[src/rtl/can_tx_pkg.sv]
package can_tx_pkg;
  localparam int CRC_W     = 15;
  localparam logic [CRC_W-1:0] CRC_POLY = 15'h4599;
  localparam int STUFF_RUN = 5;
  localparam int TRAIL_LEN = 13;
  localparam int STD_HDR   = 19;
  localparam int EXT_HDR   = 39;
  localparam int STD_ARB   = 12;
  localparam int EXT_ARB   = 32;

  typedef enum logic [1:0] {ST_IDLE, ST_BODY, ST_CRC, ST_TRAIL} txState_t;

  typedef struct packed {
    logic load;
    logic sendBody;
    logic sendCrc;
    logic sendStuff;
    logic sendRec;
  } dpCtl_t;
endpackage

[src/rtl/can_tx_datapath.sv]
module can_tx_datapath
  import can_tx_pkg::*;
#(
  parameter int MAX_BYTES = 8
) (
  input  logic                   clk,
  input  logic                   rstN,
  input  dpCtl_t                 ctl,
  input  logic [28:0]            ident,
  input  logic                   ideFlag,
  input  logic                   rtrFlag,
  input  logic [3:0]             dlc,
  input  logic [8*MAX_BYTES-1:0] payload,
  output logic                   txBit,
  output logic                   stuffDue
);
  localparam int PAY_W = 8 * MAX_BYTES;
  localparam int VEC_W = EXT_HDR + PAY_W;

  logic [VEC_W-1:0]   bodyReg;
  logic [CRC_W-1:0]   crcReg;
  logic [2:0]         runLen;
  logic               lastBit;
  logic [STD_HDR-1:0] stdHdr;
  logic [EXT_HDR-1:0] extHdr;
  logic [VEC_W-1:0]   loadVec;
  logic               nextBit;
  logic [CRC_W-1:0]   crcNext;

  always_comb begin
    stdHdr  = {1'b0, ident[10:0], rtrFlag, 2'b00, dlc};
    extHdr  = {1'b0, ident[28:18], 2'b11, ident[17:0], rtrFlag, 2'b00, dlc};
    loadVec = ideFlag ? {extHdr, payload}
                      : {stdHdr, payload, {(EXT_HDR-STD_HDR){1'b0}}};
  end

  always_comb begin
    nextBit = ctl.sendCrc ? crcReg[CRC_W-1] : bodyReg[VEC_W-1];
    crcNext = {crcReg[CRC_W-2:0], 1'b0} ^
              ((bodyReg[VEC_W-1] ^ crcReg[CRC_W-1]) ? CRC_POLY : '0);
  end

  assign stuffDue = (runLen == 3'(STUFF_RUN));

  always_ff @(posedge clk) begin
    if (!rstN) begin
      bodyReg <= '0;
      crcReg  <= '0;
      runLen  <= '0;
      lastBit <= 1'b1;
      txBit   <= 1'b1;
    end else if (ctl.load) begin
      bodyReg <= loadVec;
      crcReg  <= '0;
      runLen  <= '0;
      lastBit <= 1'b1;
      txBit   <= 1'b1;
    end else if (ctl.sendStuff) begin
      txBit   <= ~lastBit;
      lastBit <= ~lastBit;
      runLen  <= 3'd1;
    end else if (ctl.sendBody || ctl.sendCrc) begin
      txBit   <= nextBit;
      lastBit <= nextBit;
      runLen  <= (nextBit == lastBit) ? runLen + 3'd1 : 3'd1;
      if (ctl.sendBody) begin
        bodyReg <= {bodyReg[VEC_W-2:0], 1'b0};
        crcReg  <= crcNext;
      end else begin
        crcReg  <= {crcReg[CRC_W-2:0], 1'b0};
      end
    end else if (ctl.sendRec) begin
      txBit <= 1'b1;
    end
  end

  // the run counter never passes the stuffing threshold
  p_run_bound_r6: assert property (@(posedge clk) disable iff (!rstN)
    runLen <= 3'(STUFF_RUN));
  // a stuff bit is the complement of the bit before it
  p_stuff_flip_r6: assert property (@(posedge clk) disable iff (!rstN)
    ctl.sendStuff |=> txBit != $past(txBit));
endmodule

[src/rtl/can_tx_control.sv]
module can_tx_control
  import can_tx_pkg::*;
#(
  parameter int MAX_BYTES = 8
) (
  input  logic       clk,
  input  logic       rstN,
  input  logic       startReq,
  input  logic       bitStrobe,
  input  logic       rxBit,
  input  logic       txBit,
  input  logic       stuffDue,
  input  logic       ideFlag,
  input  logic       rtrFlag,
  input  logic [3:0] dlc,
  output dpCtl_t     ctl,
  output logic       busy,
  output logic       done,
  output logic       ackSeen,
  output logic       arbLost
);
  localparam int IDX_W = $clog2(EXT_HDR + 8 * MAX_BYTES + 1);

  txState_t          state;
  logic [IDX_W-1:0]  bitIdx;
  logic [IDX_W-1:0]  bodyLen;
  logic [IDX_W-1:0]  bodyLenNext;
  logic [IDX_W-1:0]  arbLast;
  logic [3:0]        nBytes;
  logic [3:0]        crcCnt;
  logic [3:0]        trailCnt;
  logic              isExt;
  logic              curIsBody;
  logic              arbHit;

  always_comb begin
    if (rtrFlag)                      nBytes = '0;
    else if (dlc > 4'(MAX_BYTES))     nBytes = 4'(MAX_BYTES);
    else                              nBytes = dlc;
    bodyLenNext = IDX_W'(ideFlag ? EXT_HDR : STD_HDR) + IDX_W'({nBytes, 3'b000});
    arbLast     = IDX_W'(isExt ? EXT_ARB : STD_ARB);
    arbHit      = curIsBody && (bitIdx >= IDX_W'(2)) && (bitIdx <= arbLast + IDX_W'(1))
                  && txBit && !rxBit;
  end

  always_comb begin
    ctl = '0;
    unique case (state)
      ST_IDLE:  ctl.load = startReq;
      ST_BODY:
        if (bitStrobe) begin
          if (arbHit)                  ctl.sendRec   = 1'b1;
          else if (stuffDue)           ctl.sendStuff = 1'b1;
          else if (bitIdx < bodyLen)   ctl.sendBody  = 1'b1;
          else                         ctl.sendCrc   = 1'b1;
        end
      ST_CRC:
        if (bitStrobe) begin
          if (stuffDue)                        ctl.sendStuff = 1'b1;
          else if (crcCnt < 4'(CRC_W))         ctl.sendCrc   = 1'b1;
          else                                 ctl.sendRec   = 1'b1;
        end
      ST_TRAIL: ctl.sendRec = bitStrobe;
      default:  ctl = '0;
    endcase
  end

  assign busy = (state != ST_IDLE);

  always_ff @(posedge clk) begin
    if (!rstN) begin
      state     <= ST_IDLE;
      bitIdx    <= '0;
      bodyLen   <= '0;
      crcCnt    <= '0;
      trailCnt  <= '0;
      isExt     <= 1'b0;
      curIsBody <= 1'b0;
      done      <= 1'b0;
      ackSeen   <= 1'b0;
      arbLost   <= 1'b0;
    end else begin
      done <= 1'b0;
      unique case (state)
        ST_IDLE:
          if (startReq) begin
            state     <= ST_BODY;
            bitIdx    <= '0;
            bodyLen   <= bodyLenNext;
            isExt     <= ideFlag;
            curIsBody <= 1'b0;
            ackSeen   <= 1'b0;
            arbLost   <= 1'b0;
          end
        ST_BODY:
          if (bitStrobe) begin
            if (arbHit) begin
              arbLost <= 1'b1;
              state   <= ST_IDLE;
            end else if (stuffDue) begin
              curIsBody <= 1'b0;
            end else if (bitIdx < bodyLen) begin
              bitIdx    <= bitIdx + IDX_W'(1);
              curIsBody <= 1'b1;
            end else begin
              curIsBody <= 1'b0;
              crcCnt    <= 4'd1;
              state     <= ST_CRC;
            end
          end
        ST_CRC:
          if (bitStrobe && !stuffDue) begin
            if (crcCnt < 4'(CRC_W)) crcCnt <= crcCnt + 4'd1;
            else begin
              trailCnt <= 4'd1;
              state    <= ST_TRAIL;
            end
          end
        ST_TRAIL:
          if (bitStrobe) begin
            if (trailCnt == 4'd2 && !rxBit) ackSeen <= 1'b1;
            if (trailCnt < 4'(TRAIL_LEN)) trailCnt <= trailCnt + 4'd1;
            else begin
              state <= ST_IDLE;
              done  <= 1'b1;
            end
          end
        default: state <= ST_IDLE;
      endcase
    end
  end

  // the line is recessive whenever no frame is running
  p_idle_recessive_r1: assert property (@(posedge clk) disable iff (!rstN)
    state == ST_IDLE |-> txBit);
  // every trailer bit is recessive
  p_trail_recessive_r7: assert property (@(posedge clk) disable iff (!rstN)
    state == ST_TRAIL |-> txBit);
  // completion is a single-cycle pulse
  p_done_pulse_r7: assert property (@(posedge clk) disable iff (!rstN)
    done |=> !done);
  // acknowledge is only ever captured in the trailer
  p_ack_in_trailer_r8: assert property (@(posedge clk) disable iff (!rstN)
    $rose(ackSeen) |-> $past(state) == ST_TRAIL);
  // arbitration loss only arises while header bits are sent
  p_arb_in_body_r9: assert property (@(posedge clk) disable iff (!rstN)
    $rose(arbLost) |-> $past(state) == ST_BODY && state == ST_IDLE);
  // a start request during a frame does not reload
  p_no_restart_r10: assert property (@(posedge clk) disable iff (!rstN)
    (state != ST_IDLE && startReq) |-> !ctl.load);
endmodule

[src/rtl/can_frame_tx.sv]
module can_frame_tx
  import can_tx_pkg::*;
#(
  parameter int MAX_BYTES = 8
) (
  input  logic                   clk,
  input  logic                   rstN,
  input  logic                   startReq,
  input  logic                   bitStrobe,
  input  logic                   rxBit,
  input  logic [28:0]            ident,
  input  logic                   ideFlag,
  input  logic                   rtrFlag,
  input  logic [3:0]             dlc,
  input  logic [8*MAX_BYTES-1:0] payload,
  output logic                   txBit,
  output logic                   busy,
  output logic                   done,
  output logic                   ackSeen,
  output logic                   arbLost
);
  dpCtl_t ctl;
  logic   stuffDue;

  can_tx_control #(.MAX_BYTES(MAX_BYTES)) u_ctrl (
    .clk(clk), .rstN(rstN), .startReq(startReq), .bitStrobe(bitStrobe),
    .rxBit(rxBit), .txBit(txBit), .stuffDue(stuffDue), .ideFlag(ideFlag),
    .rtrFlag(rtrFlag), .dlc(dlc), .ctl(ctl), .busy(busy), .done(done),
    .ackSeen(ackSeen), .arbLost(arbLost)
  );

  can_tx_datapath #(.MAX_BYTES(MAX_BYTES)) u_dp (
    .clk(clk), .rstN(rstN), .ctl(ctl), .ident(ident), .ideFlag(ideFlag),
    .rtrFlag(rtrFlag), .dlc(dlc), .payload(payload), .txBit(txBit),
    .stuffDue(stuffDue)
  );
endmodule

[config.mk]
export PLATFORM = sky130hd
export DESIGN_NAME = can_frame_tx
export DESIGN_NICKNAME = d
export VERILOG_FILES = /design/src/rtl/can_tx_pkg.sv /design/src/rtl/can_tx_datapath.sv /design/src/rtl/can_tx_control.sv /design/src/rtl/can_frame_tx.sv
export SDC_FILE = /design/constraint.sdc
export NUM_CORES = 1
export LEC_CHECK = 0
export ABC_AREA = 1
export BUFFER_PORTS_ARGS = -buffer_cell sky130_fd_sc_hd__buf_4
export CAP_MARGIN = 20
export CORE_ASPECT_RATIO = 0.5
export CORE_MARGIN = 4
export CORE_UTILIZATION = 50
export DETAILED_ROUTE_END_ITERATION = 8
export PLACE_DENSITY = 0.8
export SYNTH_ARGS = -nofsm -noshare
export SYNTH_HDL_FRONTEND = slang
export SYNTH_SLANG_ARGS = --single-unit
[constraint.sdc]
create_clock -name clk -period 2.2 [get_ports clk]
set_input_delay 0.11 -clock clk [delete_from_list [all_inputs] [get_ports clk]]
set_output_delay 0.11 -clock clk [all_outputs]
set_load 0.02 [all_outputs]
==> results.md <==
- Endpoint arrival time on the critical path: 2.53 ns
- Most used flip-flop cell after synthesis: dfxtp_1
- Antenna violations before repair: 0
- Via total after detailed routing: 8,213
- Vias in the first global route: 7,429
- Clock slew at the register clock pins of the worst setup and hold paths: 0.06 ns
- 1st-pass router iterations: 5
- Maximum clock rate: 460 MHz
- Floorplan core area: 14,800 sq um
- Cell Area, Synth: 7760 sq um
- Type of element capturing the critical path: flip-flop
- Number of distinct library cell variants in the gate-level netlist after synthesis: 46
- Post-route ant nets: 0
- Die width: 184 um
- Synth Instances: 1,106
- Clock Tree Root: clkbuf_16
- Post-placement setup slack: -0.0421 ns
- Worst Tran Pin Value: 0.628 ns
- DRC violation total after the first TritonRoute iteration: 956
- H-tree depth reported by CTS: 4
- Max-Cap Viols: 0
- Number of vias per cell after detailed routing: 5.78
- Critical-path top delay cell: dfxtp_2
- Biggest fanout along the worst timing path: 7
- Boundary Pins: 109
- DRC Markers: 0
- Dpl hpwl: 14,600 um
- CTS tree: done
- Synth-to-layout area growth: 25.7%
- Overall die height: 96.1 um
- NumNets Final: 1,338
- Clock buffers created by TritonCTS: 17
- Final TNS setup: 0 ns
- Mux contribution to synthesized area: 0%
- Most common cell on crit path: nand2_1
- Worst-path cell chain: inv_1 -> ha_1 -> nand2_1 -> inv_1 -> nand2_1 -> nand2_1 -> nand2_2 -> nand2_2 -> nor2_4 -> nand3_4 -> buf_6 -> nor2_4 -> xor2_1 -> nand2_1 -> a21oi_2
- Count of buffers inserted at the top-level ports: 108
- Worst clock skew on the final layout: 0.0125 ns
- WL/cell: 15.8 um
- Average instance area after synthesis: 7.02 sq um
- Final worst-path setup slack: 0.0278 ns
- Type of the tightest min-delay check: input pin to flip-flop
- Largest family of logic cells by synthesized area: compound AO/OA/AOI/OAI gates
- Clock period minus worst slack: 2.17 ns
- Sequential area share after synthesis: 38.7%
- Seq cells post-synth: 150
- Most common cell after layout, fill and taps aside: nand2_1
- Leftover overflow at the end of global routing: 0
- Clock latency on the worst-skew pair: 0.42 ns
- Aggregate global-route resource usage: 24.4%
- Post-Route Hold Slack: 0.0103 ns
- Antenna diode count: 0
- Static leakage: 0.00401 uW
- Clk buf depth: 2
- Maximum vdd drop: 0.000803 V
- Kind of start point of the critical path: flip-flop
- Commonest cells after routing, fill and taps aside: nand2_1 (167), o21ai_0 (165), dfxtp_1 (145), buf_4 (129), nor2_1 (119)
- Number of flops mapped to enable cells by yosys: 0
- Total of warnings raised by yosys: 0
- Xor/xnor cell area share of the yosys netlist: 1.24%
- Final worst-path cycle share: 98.7%
- Share of the synthesized area in compound gates (AO/OA/AOI/OAI): 28.7%
- Clock tree sinks: 150
- Ratio of total power to cell area: 1130 nW/um^2
- WL final: 22,400 um
- Total Die Area: 17,700 sq um
- Delay of the slowest cell on the worst path: 0.35 ns
- Adder-Cell Fraction of Synth Area: 3.97%
- Final Hold Violating Endpoints: 0
- Initial core utilization: 52.4%
- Start-to-end type of the worst setup path: flip-flop to flip-flop
- Final count of negative-setup-slack endpoints: 0
- Number of slew-limit violations in the final report: 0
- Net count after synthesis: 1,234
- Outcome: complete, no violations
- Wire length of the first global-routing pass: 35,400 um
- Setup repair after global routing missed its margin: yes
- Required @ worst endpoint: 2.56 ns
- Placer Congestion: 0.879
- Async set-reset flop share out of synthesis: 0%
- FP Rows: 31
- Synthesized-area fraction occupied by and/or/nand/nor cells: 18.8%
- Largest net degree at the start of global routing: 73
- Rel. slew slack: 58.2%
- Share of cells above drive strength 1: 17.6%
final timing paths:
kind                           from               to  slack [ns]  cells past startpoint
hold reg to reg      u_dp.crcReg[8]   u_dp.crcReg[8]        0.47                      2
hold / removal           payload[0]  u_dp.bodyReg[0]        0.01                      3
setup reg to reg  u_ctrl.bodyLen[1]  u_dp.crcReg[14]        0.03                     15
setup / recovery  u_ctrl.bodyLen[1]  u_dp.crcReg[14]        0.03                     15
metrics by stage:
step / instances / utilization [%] / instance area (sq um) / total power (uW)
after floorplan: 1106 / - / 7760 / 6910
after global placement: 1360 / 58.9 / 8720 / 7730
after detailed placement: 1360 / 58.9 / 8720 / 7880
after CTS: 1416 / 64.3 / 9530 / 10700
after global routing: 1421 / 65.8 / 9750 / 11800
final: 1421 / 65.8 / 9750 / 11100
critical path, delay by kind of cell (launching register included):
| kind | cells | cell delay (ns) |
|---|---|---|
| AO/OA/AOI/OAI | 1 | 0.13 |
| XOR/XNOR | 1 | 0.20 |
| adder cells (fa/ha/maj) | 1 | 0.29 |
| buffers and inverters | 3 | 0.26 |
| flip-flops | 1 | 0.35 |
| AND/OR/NAND/NOR | 9 | 0.90 |
flip-flops by register name, indices dropped and copies added (netlist names), named ones only:
signal,count
u_ctrl.state,1
u_dp.txBit,1
u_ctrl.trailCnt,4
u_ctrl.curIsBody,1
u_ctrl.ackSeen,1
u_ctrl.done,1
u_dp.crcReg,15
u_dp.runLen,3
u_ctrl.arbLost,1
u_ctrl.crcCnt,4
u_dp.bodyReg,103
u_ctrl.bodyLen,6
u_ctrl.bitIdx,7
u_dp.lastBit,1
area by class of cell:
class	instances	area, sq um
timing repair buffer	164	1420
sequential	150	3010
clock inverter	10	72.6
fill	1186	5070
inverter	80	315
tap	198	248
clock buffer	22	464
multi-input combinational	797	4220
routing by layer:
layer | vias to the layer above | part of all wire, % | global-route usage, %
li1 | 3978 | - | -
met5 | - | 0 | 0
met4 | 0 | 2.1 | 7.44
met1 | 3848 | 43 | 31.8
met3 | 54 | 7.2 | 4.45
met2 | 333 | 48 | 41.8
power breakdown:
part           internal [uW]  total, uW  leakage, uW  switching [uW]
sequential              3570       4040      0.00124             474
combinational           1670       4350      0.00252            2680
clock                   1510       2670     0.000257            1160
synthesized netlist by cell type (2+ instances only):
cell / count / area (sq um)
nand2_2: 3 / 18.8
nand2_4: 4 / 45.0
a211oi_1: 2 / 15.0
clkinv_1: 2 / 7.51
o21ai_0: 173 / 866
nand2_1: 172 / 646
ha_1: 23 / 288
a21o_1: 2 / 15.0
inv_1: 73 / 274
inv_2: 5 / 18.8
nor3b_1: 4 / 30.0
nand4_1: 3 / 18.8
o21ai_1: 31 / 155
a211oi_2: 2 / 25.0
nor3_1: 12 / 60.1
buf_6: 6 / 67.6
xor2_1: 10 / 87.6
a21oi_1: 112 / 561
clkbuf_1: 47 / 176
nand3_1: 26 / 130
buf_1: 7 / 26.3
dfxtp_1: 150 / 3000
nor2_1: 121 / 454
a31oi_1: 77 / 482
buf_2: 18 / 90.1
cells by family (layout without fill, tap and decap cells):
kind of cell / Yosys count / in the layout
AO/OA/AOI/OAI: 411 / 411
AND/OR/NAND/NOR: 351 / 351
buffers and inverters: 159 / 276
flip-flops: 150 / 150
adder cells (fa/ha/maj): 24 / 24
XOR/XNOR: 11 / 11
timing repair:
action | in CTS | in global routing
endpoints found under the setup margin | 26 | 122
cloned | 0 | 2
pin swaps | 5 | 17
hold buffers | 22 | 0
endpoints found under the hold margin | 22 | 0
gates resized for setup | 7 | 42
setup buffers | 2 | 3
(Power assumes the default switching activity.)
